File: src/rtl/sai_irq_pkg.sv
package sai_irq_pkg;

  localparam int NUM_CH   = 2;
  localparam int STATUS_W = 32;
  localparam int FLAG_W   = 19;

  // Bit positions inside the status word (per-channel fields add the channel index)
  localparam int BIT_TX_EMPTY      = 0;
  localparam int BIT_RX_READY      = 2;
  localparam int BIT_TX_UNDER      = 4;
  localparam int BIT_RX_OVER       = 6;
  localparam int BIT_TX_FIFO_EMPTY = 8;
  localparam int BIT_RX_FIFO_FULL  = 10;
  localparam int BIT_TX_FSYNC      = 12;
  localparam int BIT_RX_FSYNC      = 13;
  localparam int BIT_TX_LSLOT      = 14;
  localparam int BIT_RX_LSLOT      = 15;
  localparam int BIT_TAG           = 16;
  localparam int BIT_CMD_DATA      = 17;
  localparam int BIT_CMD_ADDR      = 18;

  // Side grouping used to gate the interrupt request
  localparam logic [FLAG_W-1:0] RX_GROUP    = 19'h7_ACCC;
  localparam logic [FLAG_W-1:0] TX_GROUP    = 19'h0_5333;
  // Bits that are sampled levels
  localparam logic [FLAG_W-1:0] LEVEL_MASK  = 19'h0_FF0F;
  // Transmit data empty of every channel reads one after reset
  localparam logic [FLAG_W-1:0] RESET_FLAGS = FLAG_W'((1 << NUM_CH) - 1) << BIT_TX_EMPTY;

  // Clear strobes from control to datapath
  typedef struct packed {
    logic [NUM_CH-1:0] clrOverrun;
    logic [NUM_CH-1:0] clrUnderrun;
    logic              clrCmdAddr;
    logic              clrCmdData;
    logic              clrTag;
  } clrStrobes_t;

endpackage

File: src/rtl/sai_change_flag.sv
// Holds the last received value of one field and flags any change.
module sai_change_flag #(
  parameter int W = 16
) (
  input  logic         clk,
  input  logic         rstN,
  input  logic         valid,
  input  logic [W-1:0] value,
  input  logic         clr,
  output logic         flag
);

  logic [W-1:0] prevQ;
  logic         differs;

  assign differs = valid && (value != prevQ);

  always_ff @(posedge clk) begin
    if (!rstN) begin
      prevQ <= '0;
      flag  <= 1'b0;
    end else begin
      if (valid) prevQ <= value;
      // a change in the clearing cycle keeps the flag set
      if (differs)  flag <= 1'b1;
      else if (clr) flag <= 1'b0;
    end
  end

endmodule

File: src/rtl/sai_irq_ctrl.sv
// Decodes bus strobes into clear strobes; owns the two-step arming state.
module sai_irq_ctrl
  import sai_irq_pkg::*;
(
  input  logic              clk,
  input  logic              rstN,
  input  logic              statusRd,
  input  logic [NUM_CH-1:0] rxDataRd,
  input  logic [NUM_CH-1:0] txDataWr,
  input  logic              cmdAddrRd,
  input  logic              cmdDataRd,
  input  logic              tagRd,
  input  logic [NUM_CH-1:0] overrunFlag,
  input  logic [NUM_CH-1:0] underrunFlag,
  input  logic [NUM_CH-1:0] rxOverrunEv,
  input  logic [NUM_CH-1:0] txUnderrunEv,
  output clrStrobes_t       strobes
);

  logic [NUM_CH-1:0] clrOvrVec;
  logic [NUM_CH-1:0] clrUndVec;

  for (genvar c = 0; c < NUM_CH; c++) begin : g_chan
    logic armOvrQ;
    logic armUndQ;

    // a fresh event cancels the pending clear; a status read arms
    always_ff @(posedge clk) begin
      if (!rstN)                            armOvrQ <= 1'b0;
      else if (rxOverrunEv[c])              armOvrQ <= 1'b0;
      else if (statusRd && overrunFlag[c])  armOvrQ <= 1'b1;
      else if (rxDataRd[c])                 armOvrQ <= 1'b0;
    end

    always_ff @(posedge clk) begin
      if (!rstN)                            armUndQ <= 1'b0;
      else if (txUnderrunEv[c])             armUndQ <= 1'b0;
      else if (statusRd && underrunFlag[c]) armUndQ <= 1'b1;
      else if (txDataWr[c])                 armUndQ <= 1'b0;
    end

    assign clrOvrVec[c] = armOvrQ && rxDataRd[c];
    assign clrUndVec[c] = armUndQ && txDataWr[c];
  end

  always_comb begin
    strobes.clrOverrun  = clrOvrVec;
    strobes.clrUnderrun = clrUndVec;
    strobes.clrCmdAddr  = cmdAddrRd;
    strobes.clrCmdData  = cmdDataRd;
    strobes.clrTag      = tagRd;
  end

endmodule

File: src/rtl/sai_irq_datapath.sv
// Flag storage, change detection, word assembly and interrupt gating.
module sai_irq_datapath
  import sai_irq_pkg::*;
#(
  parameter int ADDR_W = 20,
  parameter int DATA_W = 20,
  parameter int TAG_W  = 16
) (
  input  logic                clk,
  input  logic                rstN,
  input  logic                firstBitDone,
  input  logic [NUM_CH-1:0]   rxDataReady,
  input  logic [NUM_CH-1:0]   txDataEmpty,
  input  logic [NUM_CH-1:0]   rxFifoFull,
  input  logic [NUM_CH-1:0]   txFifoEmpty,
  input  logic                txFrameSync,
  input  logic                rxFrameSync,
  input  logic                txLastSlot,
  input  logic                rxLastSlot,
  input  logic [NUM_CH-1:0]   rxOverrunEv,
  input  logic [NUM_CH-1:0]   txUnderrunEv,
  input  logic                ac97Valid,
  input  logic [ADDR_W-1:0]   ac97CmdAddr,
  input  logic [DATA_W-1:0]   ac97CmdData,
  input  logic [TAG_W-1:0]    ac97Tag,
  input  logic                txEnable,
  input  logic                rxEnable,
  input  logic [FLAG_W-1:0]   irqEnable,
  input  clrStrobes_t         strobes,
  output logic [NUM_CH-1:0]   overrunFlag,
  output logic [NUM_CH-1:0]   underrunFlag,
  output logic [STATUS_W-1:0] statusWord,
  output logic                irq
);

  localparam int PAD_W = STATUS_W - FLAG_W;

  logic [FLAG_W-1:0] levelIn;
  logic [FLAG_W-1:0] levelQ;
  logic [FLAG_W-1:0] flags;
  logic [FLAG_W-1:0] sideGate;
  logic              addrChg;
  logic              dataChg;
  logic              tagChg;

  // Pack the sampled levels into their word positions
  always_comb begin
    levelIn = '0;
    for (int c = 0; c < NUM_CH; c++) begin
      levelIn[BIT_TX_EMPTY + c]      = txDataEmpty[c];
      levelIn[BIT_RX_READY + c]      = rxDataReady[c];
      levelIn[BIT_TX_FIFO_EMPTY + c] = txFifoEmpty[c];
      levelIn[BIT_RX_FIFO_FULL + c]  = rxFifoFull[c];
    end
    levelIn[BIT_TX_FSYNC] = txFrameSync;
    levelIn[BIT_RX_FSYNC] = rxFrameSync;
    levelIn[BIT_TX_LSLOT] = txLastSlot;
    levelIn[BIT_RX_LSLOT] = rxLastSlot;
  end

  // Levels refresh only once the first bit of the next word is out
  always_ff @(posedge clk) begin
    if (!rstN)             levelQ <= RESET_FLAGS & LEVEL_MASK;
    else if (firstBitDone) levelQ <= levelIn & LEVEL_MASK;
  end

  // Sticky per-channel error flags; the set event wins over the clear
  for (genvar c = 0; c < NUM_CH; c++) begin : g_sticky
    logic ovrQ;
    logic undQ;

    always_ff @(posedge clk) begin
      if (!rstN)                          ovrQ <= 1'b0;
      else if (rxOverrunEv[c])            ovrQ <= 1'b1;
      else if (strobes.clrOverrun[c])     ovrQ <= 1'b0;
    end

    always_ff @(posedge clk) begin
      if (!rstN)                          undQ <= 1'b0;
      else if (txUnderrunEv[c])           undQ <= 1'b1;
      else if (strobes.clrUnderrun[c])    undQ <= 1'b0;
    end

    assign overrunFlag[c]  = ovrQ;
    assign underrunFlag[c] = undQ;
  end

  sai_change_flag #(.W(ADDR_W)) u_addrChg (
    .clk(clk), .rstN(rstN), .valid(ac97Valid), .value(ac97CmdAddr),
    .clr(strobes.clrCmdAddr), .flag(addrChg)
  );

  sai_change_flag #(.W(DATA_W)) u_dataChg (
    .clk(clk), .rstN(rstN), .valid(ac97Valid), .value(ac97CmdData),
    .clr(strobes.clrCmdData), .flag(dataChg)
  );

  sai_change_flag #(.W(TAG_W)) u_tagChg (
    .clk(clk), .rstN(rstN), .valid(ac97Valid), .value(ac97Tag),
    .clr(strobes.clrTag), .flag(tagChg)
  );

  always_comb begin
    flags = levelQ;
    for (int c = 0; c < NUM_CH; c++) begin
      flags[BIT_RX_OVER + c]  = overrunFlag[c];
      flags[BIT_TX_UNDER + c] = underrunFlag[c];
    end
    flags[BIT_TAG]      = tagChg;
    flags[BIT_CMD_DATA] = dataChg;
    flags[BIT_CMD_ADDR] = addrChg;
  end

  assign statusWord = {{PAD_W{1'b0}}, flags};

  always_comb begin
    sideGate = (rxEnable ? RX_GROUP : '0) | (txEnable ? TX_GROUP : '0);
    irq      = |(flags & irqEnable & sideGate);
  end

endmodule

File: src/rtl/sai_irq_status.sv
// Thin top: control block plus datapath.
module sai_irq_status
  import sai_irq_pkg::*;
#(
  parameter int ADDR_W = 20,
  parameter int DATA_W = 20,
  parameter int TAG_W  = 16
) (
  input  logic                clk,
  input  logic                rstN,
  input  logic                firstBitDone,
  input  logic [NUM_CH-1:0]   rxDataReady,
  input  logic [NUM_CH-1:0]   txDataEmpty,
  input  logic [NUM_CH-1:0]   rxFifoFull,
  input  logic [NUM_CH-1:0]   txFifoEmpty,
  input  logic                txFrameSync,
  input  logic                rxFrameSync,
  input  logic                txLastSlot,
  input  logic                rxLastSlot,
  input  logic [NUM_CH-1:0]   rxOverrunEv,
  input  logic [NUM_CH-1:0]   txUnderrunEv,
  input  logic                ac97Valid,
  input  logic [ADDR_W-1:0]   ac97CmdAddr,
  input  logic [DATA_W-1:0]   ac97CmdData,
  input  logic [TAG_W-1:0]    ac97Tag,
  input  logic                txEnable,
  input  logic                rxEnable,
  input  logic [FLAG_W-1:0]   irqEnable,
  input  logic                statusRd,
  input  logic [NUM_CH-1:0]   rxDataRd,
  input  logic [NUM_CH-1:0]   txDataWr,
  input  logic                cmdAddrRd,
  input  logic                cmdDataRd,
  input  logic                tagRd,
  output logic [STATUS_W-1:0] statusWord,
  output logic                irq
);

  clrStrobes_t       strobes;
  logic [NUM_CH-1:0] overrunFlag;
  logic [NUM_CH-1:0] underrunFlag;

  sai_irq_ctrl u_ctrl (
    .clk(clk), .rstN(rstN), .statusRd(statusRd),
    .rxDataRd(rxDataRd), .txDataWr(txDataWr),
    .cmdAddrRd(cmdAddrRd), .cmdDataRd(cmdDataRd), .tagRd(tagRd),
    .overrunFlag(overrunFlag), .underrunFlag(underrunFlag),
    .rxOverrunEv(rxOverrunEv), .txUnderrunEv(txUnderrunEv),
    .strobes(strobes)
  );

  sai_irq_datapath #(.ADDR_W(ADDR_W), .DATA_W(DATA_W), .TAG_W(TAG_W)) u_dp (
    .clk(clk), .rstN(rstN), .firstBitDone(firstBitDone),
    .rxDataReady(rxDataReady), .txDataEmpty(txDataEmpty),
    .rxFifoFull(rxFifoFull), .txFifoEmpty(txFifoEmpty),
    .txFrameSync(txFrameSync), .rxFrameSync(rxFrameSync),
    .txLastSlot(txLastSlot), .rxLastSlot(rxLastSlot),
    .rxOverrunEv(rxOverrunEv), .txUnderrunEv(txUnderrunEv),
    .ac97Valid(ac97Valid), .ac97CmdAddr(ac97CmdAddr),
    .ac97CmdData(ac97CmdData), .ac97Tag(ac97Tag),
    .txEnable(txEnable), .rxEnable(rxEnable), .irqEnable(irqEnable),
    .strobes(strobes),
    .overrunFlag(overrunFlag), .underrunFlag(underrunFlag),
    .statusWord(statusWord), .irq(irq)
  );

endmodule

File: config.mk
export PLATFORM = sky130hd
export DESIGN_NAME = sai_irq_status
export DESIGN_NICKNAME = d
export VERILOG_FILES = /design/src/rtl/sai_irq_pkg.sv /design/src/rtl/sai_change_flag.sv /design/src/rtl/sai_irq_ctrl.sv /design/src/rtl/sai_irq_datapath.sv /design/src/rtl/sai_irq_status.sv
export SDC_FILE = /design/constraint.sdc
export NUM_CORES = 1
export LEC_CHECK = 0
export BUFFER_PORTS_ARGS = -buffer_cell sky130_fd_sc_hd__buf_2
export CAP_MARGIN = 15
export CORE_ASPECT_RATIO = 0.5
export CORE_UTILIZATION = 46
export CTS_BUF_LIST = sky130_fd_sc_hd__clkbuf_2 sky130_fd_sc_hd__clkbuf_4 sky130_fd_sc_hd__clkbuf_8
export DETAILED_ROUTE_END_ITERATION = 8
export PLACE_DENSITY = 0.78
export SLEW_MARGIN = 20
export SYNTH_ARGS = -nofsm -noshare
export SYNTH_HDL_FRONTEND = slang
export SYNTH_SLANG_ARGS = --single-unit
File: constraint.sdc
create_clock -name clk -period 1.09 [get_ports clk]
set_clock_uncertainty 0.05 [all_clocks]
set_input_delay 0.109 -clock clk [delete_from_list [all_inputs] [get_ports clk]]
set_output_delay 0.109 -clock clk [all_outputs]
set_load 0.01 [all_outputs]
-- Word level (Yosys, flattened, before mapping)
Index checks and enable logic that the tools add are counted.
- output and inout port bits: 33
- flip-flop bits (word level): 79
- word-level logic and storage cells: 73
- mux-type cells: 24
- bitwise gates (word level): 4
- reduce and logical (&&, ||, !) cells: 27
- equal/unequal tests: 3
- operators by type and width (operator ; count):
    $ne A20 B20 Y1 ; 2
    $and A19 B19 Y19 ; 2
    $mux W1 ; 22
    $reduce_bool A2 Y1 ; 11
    $mux W19 ; 1
    $or A19 B19 Y19 ; 1
    $reduce_or A19 Y1 ; 1
    $ne A16 B16 Y1 ; 1
    $mux W15 ; 1
    $logic_and A1 B1 Y1 ; 11
    $reduce_or A2 Y1 ; 4
    $not A1 Y1 ; 1

-- Longest topological paths before layout
- depth after elaboration: 4
- gate-level depth with buffers: 5

-- Cells and area by module
Synthesis repeated with hierarchy kept, for this count alone.
- cell total of the unflattened synthesis: 383
- area, all modules: 3930.0 µm²
- modules (own cells, without submodules) (module ; times used ; area an instance (µm²) ; cells an instance):
    sai_change_flag at u_dp.u_addrChg ... ; 2 ; 1013.5 ; 96
    sai_irq_datapath ; 1 ; 864.6 ; 88
    sai_change_flag at u_dp.u_tagChg ; 1 ; 810.8 ; 76
    sai_irq_ctrl ; 1 ; 227.7 ; 27

-- Least setup slack after synthesis
OpenSTA, ideal clock, no wires.
- path type: flip-flop to output port
- start: register u_dp.levelQ[3]
- end: output port irq
- slack: -79 ps
- path buffers: 0
- cell stages (with the launch flop): 5
- data arrival time: 1010 ps
- path through: dfxtp_1 -> a22o_1 -> a221oi_2 -> nand3_1 -> a22o_1
- cells in the longest elaborated chain, start to end: 3
- ends and longest elaborated chain (element ; line ; text):
    start: declaration ; sai_irq_datapath.sv:39 ; logic [FLAG_W-1:0] levelQ;
    start signal: assignment ; sai_irq_datapath.sv:63 ; if (!rstN) levelQ <= RESET_FLAGS & LEVEL_MASK;
    start signal: assignment ; sai_irq_datapath.sv:64 ; else if (firstBitDone) levelQ <= levelIn & LEVEL_MASK;
    $and A19 B19 Y19 (2 in series) ; sai_irq_datapath.sv:118 ; irq = |(flags & irqEnable & sideGate);
    $reduce_or A19 Y1 ; sai_irq_datapath.sv:118 ;
    end: declaration ; sai_irq_status.sv:36 ; output logic irq
No other way between the ends.

-- Worst setup path in the final report
- start: register u_dp.levelQ[13]
- end: output port irq
Same word-level chain as after synthesis.

==> results.toml <==
[clock_tree]
worstSkewPairLatency_ps = 340
cts_tree = "yes"
cts.sinks = 79
cts.clk_slew.worst_paths_ps = 70
numCtsBuffers = 9
cts.path.max_buffers = 2
htreeDepth = 3
cts_root_buffer = "clkbuf_8"

[routing]
wl_per_cell_um = 13.1
viasPerCell = 4.67
postRouteAntennaNets = 0
vias = 3116
drc = 0
dr.first_iter.drc_count = 83
drt-pass1-iter-count = 4
wirelength_um = 8750

[worst_setup_path]
worst_setup_path_end_kind = "output port"
rr_endpoint = "u_dp.u_dataChg.flag"
crit_type = "flip-flop to output port"
cp_data_required_time_ps = 930
worstPathArrival_ps = 1480
path_max_fanout = 2
rr_startpoint = "u_dp.u_dataChg.prevQ[13]"
reg2reg_depth = 4
critPathLaunchType = "flip-flop"
r2r_slack_ps = -80

[sta]
setup_viol = 4
min_period_over_period_pct = 150
rsz0062_at_grt = "yes"
fin_ws_ps = -546
fmax_ghz = 0.611
maxSlewViolCount = 0
period_minus_slack_ps = 1640
hold_viol = 0
final.hold.worst_slack_ps = 4.55

[global_route]
grt_pass1_wl_um = 13900
grt_max_degree = 31
antenna_found_initial = 0
grt_pass1_vias = 3023
track_usage_pct = 20.3
grt-ovfl-total = 0

[synthesis]
yosys.area.top_type = "dfxtp_1"
ys.warnings.count = 0
syn-cell-area_um2 = 3830
synthAdderAreaFrac_pct = 0
synth_top_family_by_area = "multiplexers"
synth_area_leaders = "dfxtp_1 (41%), mux2i_1 (18%), xnor2_1 (12%)"
synth-seq-cells = 79
ys_seq_area_share_pct = 41.2
syn_inst = 372
synth_compound_area_share_pct = 4.50
yosys.area_share.simple_pct = 16.6
ys_types = 23
synth_xor_area_share_pct = 12.8
syn_avg_cell_area_um2 = 10.3
synthMuxAreaShare_pct = 17.7
synth_top_area_share_pct = 41.2

[floorplanning]
io_pins = 138
rows = 23
die_area_um2 = 8730
die_w_um = 131
start_util_pct = 47.8
fp.dieH_um = 66.6
core_um2 = 8030

[outcome]
status = "finished, violations left"
violations = "setup timing"

[hold_path]
min-delay-start = "ac97CmdAddr[12]"
min_to = "u_dp.u_addrChg.prevQ[12]"
worstHoldPathType = "input port to flip-flop"
whs_path_depth = 3

[placement]
numPortBuffers = 124
post-dp-hpwl_um = 5810
dp_cells = 609
gp_congestion = 0.766

[job]
cap_violations = 0

[layout]
area_delta_synth_final_pct = 44.1
layout.nets = 656
drive_above_1_share_pct = 40.7
num_antenna_cells = 0
finalNonFillerCells = 667

[pwr]
power.density_nw_per_um2 = 1180
ir_drop_v = 0.000826
leakagePower_uw = 0.00244
## sequential cells by signal, summed over array words and instances, names as in the netlist
signal / flops
u_ctrl.g_chan.armOvrQ: 2
u_ctrl.g_chan.armUndQ: 2
u_dp.g_sticky.ovrQ: 2
u_dp.g_sticky.undQ: 2
u_dp.levelQ: 12
u_dp.u_addrChg.flag: 1
u_dp.u_addrChg.prevQ: 20
u_dp.u_dataChg.flag: 1
u_dp.u_dataChg.prevQ: 20
u_dp.u_tagChg.flag: 1
u_dp.u_tagChg.prevQ: 16
## cell usage after synthesis (all sizes together)
cell type and n:
dfxtp 79, nor2b 72, mux2i 68, xnor2 54, buf 28, nand4 13, a22oi 8, clkbuf 8
nand2 8, a21oi 6, inv 4, nor3b 4, a22o 3, nand3 3, nor4 3, a221oi 2
nor3 2, o21ai 2, xor2 2, a222oi 1, conb 1, o22ai 1
## worst max-delay path: stages (launching register included)
cell      delay, ps
dfxtp_2         320
a22o_1          220
a221oi_2        170
nand3_1         110
a22o_1          190
buf_2           130
## how the worst max path moves through the flow
stage / startpoint / endpoint / slack [ps] / cells after the start
floorplan: u_dp.levelQ[3] / irq / -80 / 4
global placement: u_dp.u_dataChg.prevQ[1] / u_dp.u_dataChg.flag / -170 / 4
detailed placement: u_dp.levelQ[3] / irq / -180 / 5
CTS: u_dp.levelQ[13] / irq / -560 / 5
global route: u_dp.levelQ[13] / irq / -640 / 5
finish: u_dp.levelQ[13] / irq / -550 / 5
## metal layers
metal,up-vias,routed length (um),track usage (%)
met5,-,0,0
met4,0,148,7.06
met3,18,407,5.63
met2,77,4460,36.9
met1,1435,3740,23.3
li1,1586,-,-
## through the flow
step | power (uW) | util, % | area (um2) | TNS [ps] | worst slack [ps]
final | 6510 | 68.8 | 5530 | -723 | -546
after global routing | 6840 | 68.8 | 5530 | -1220 | -644
after CTS | 6490 | 66.9 | 5370 | -808 | -558
after detailed placement | 4340 | 57.5 | 4610 | -525 | -180
after global placement | 4320 | 57.5 | 4610 | -453 | -171
after floorplan | 3940 | - | 3880 | -79.1 | -79.1
## cells by family (layout without fill, tap and decap cells)
family                 count (synthesis)  after routing
other                                  1             13
flip-flops                            79             79
multiplexers                          68             68
AO/OA/AOI/OAI                         23             23
XOR/XNOR                              56             56
buffers and inverters                 40            211
AND/OR/NAND/NOR                      105            105
## layout by cell type, fill, tap and decap left out, drive strengths merged, types with 6 or more instances in the layout
master | Yosys | final
a21oi | 6 | 6
conb | 1 | 13
nand2 | 8 | 8
nor2b | 72 | 72
dlygate4sd3 | 0 | 42
xnor2 | 54 | 54
clkbuf | 8 | 14
nand4 | 13 | 13
mux2i | 68 | 68
buf | 28 | 150
a22oi | 8 | 8
dfxtp | 79 | 79
## timing repair
item                                    CTS  global route
setup buffers                             0             3
resized for setup                        48            40
hold buffers                             42             0
endpoints found under the setup margin   16            19
endpoints found under the hold margin    46             0
pin swaps                                31            22
## where the power goes
part	total (uW)	internal (uW)	switching, uW	leakage [uW]
registers	3200	3080	124	0.000665
clock network	1960	979	983	0.0000942
logic	1350	810	541	0.00168
## final cells by class
class                      count  area (um2)
fill                         628        2500
inverter                       4        15.0
multi-input combinational    265        2150
timing repair buffer         192        1410
clock buffer                  14         168
clock inverter                 1        5.00
tap                          112         140
sequential                    79        1630
Power figures use the tool's default switching activity.
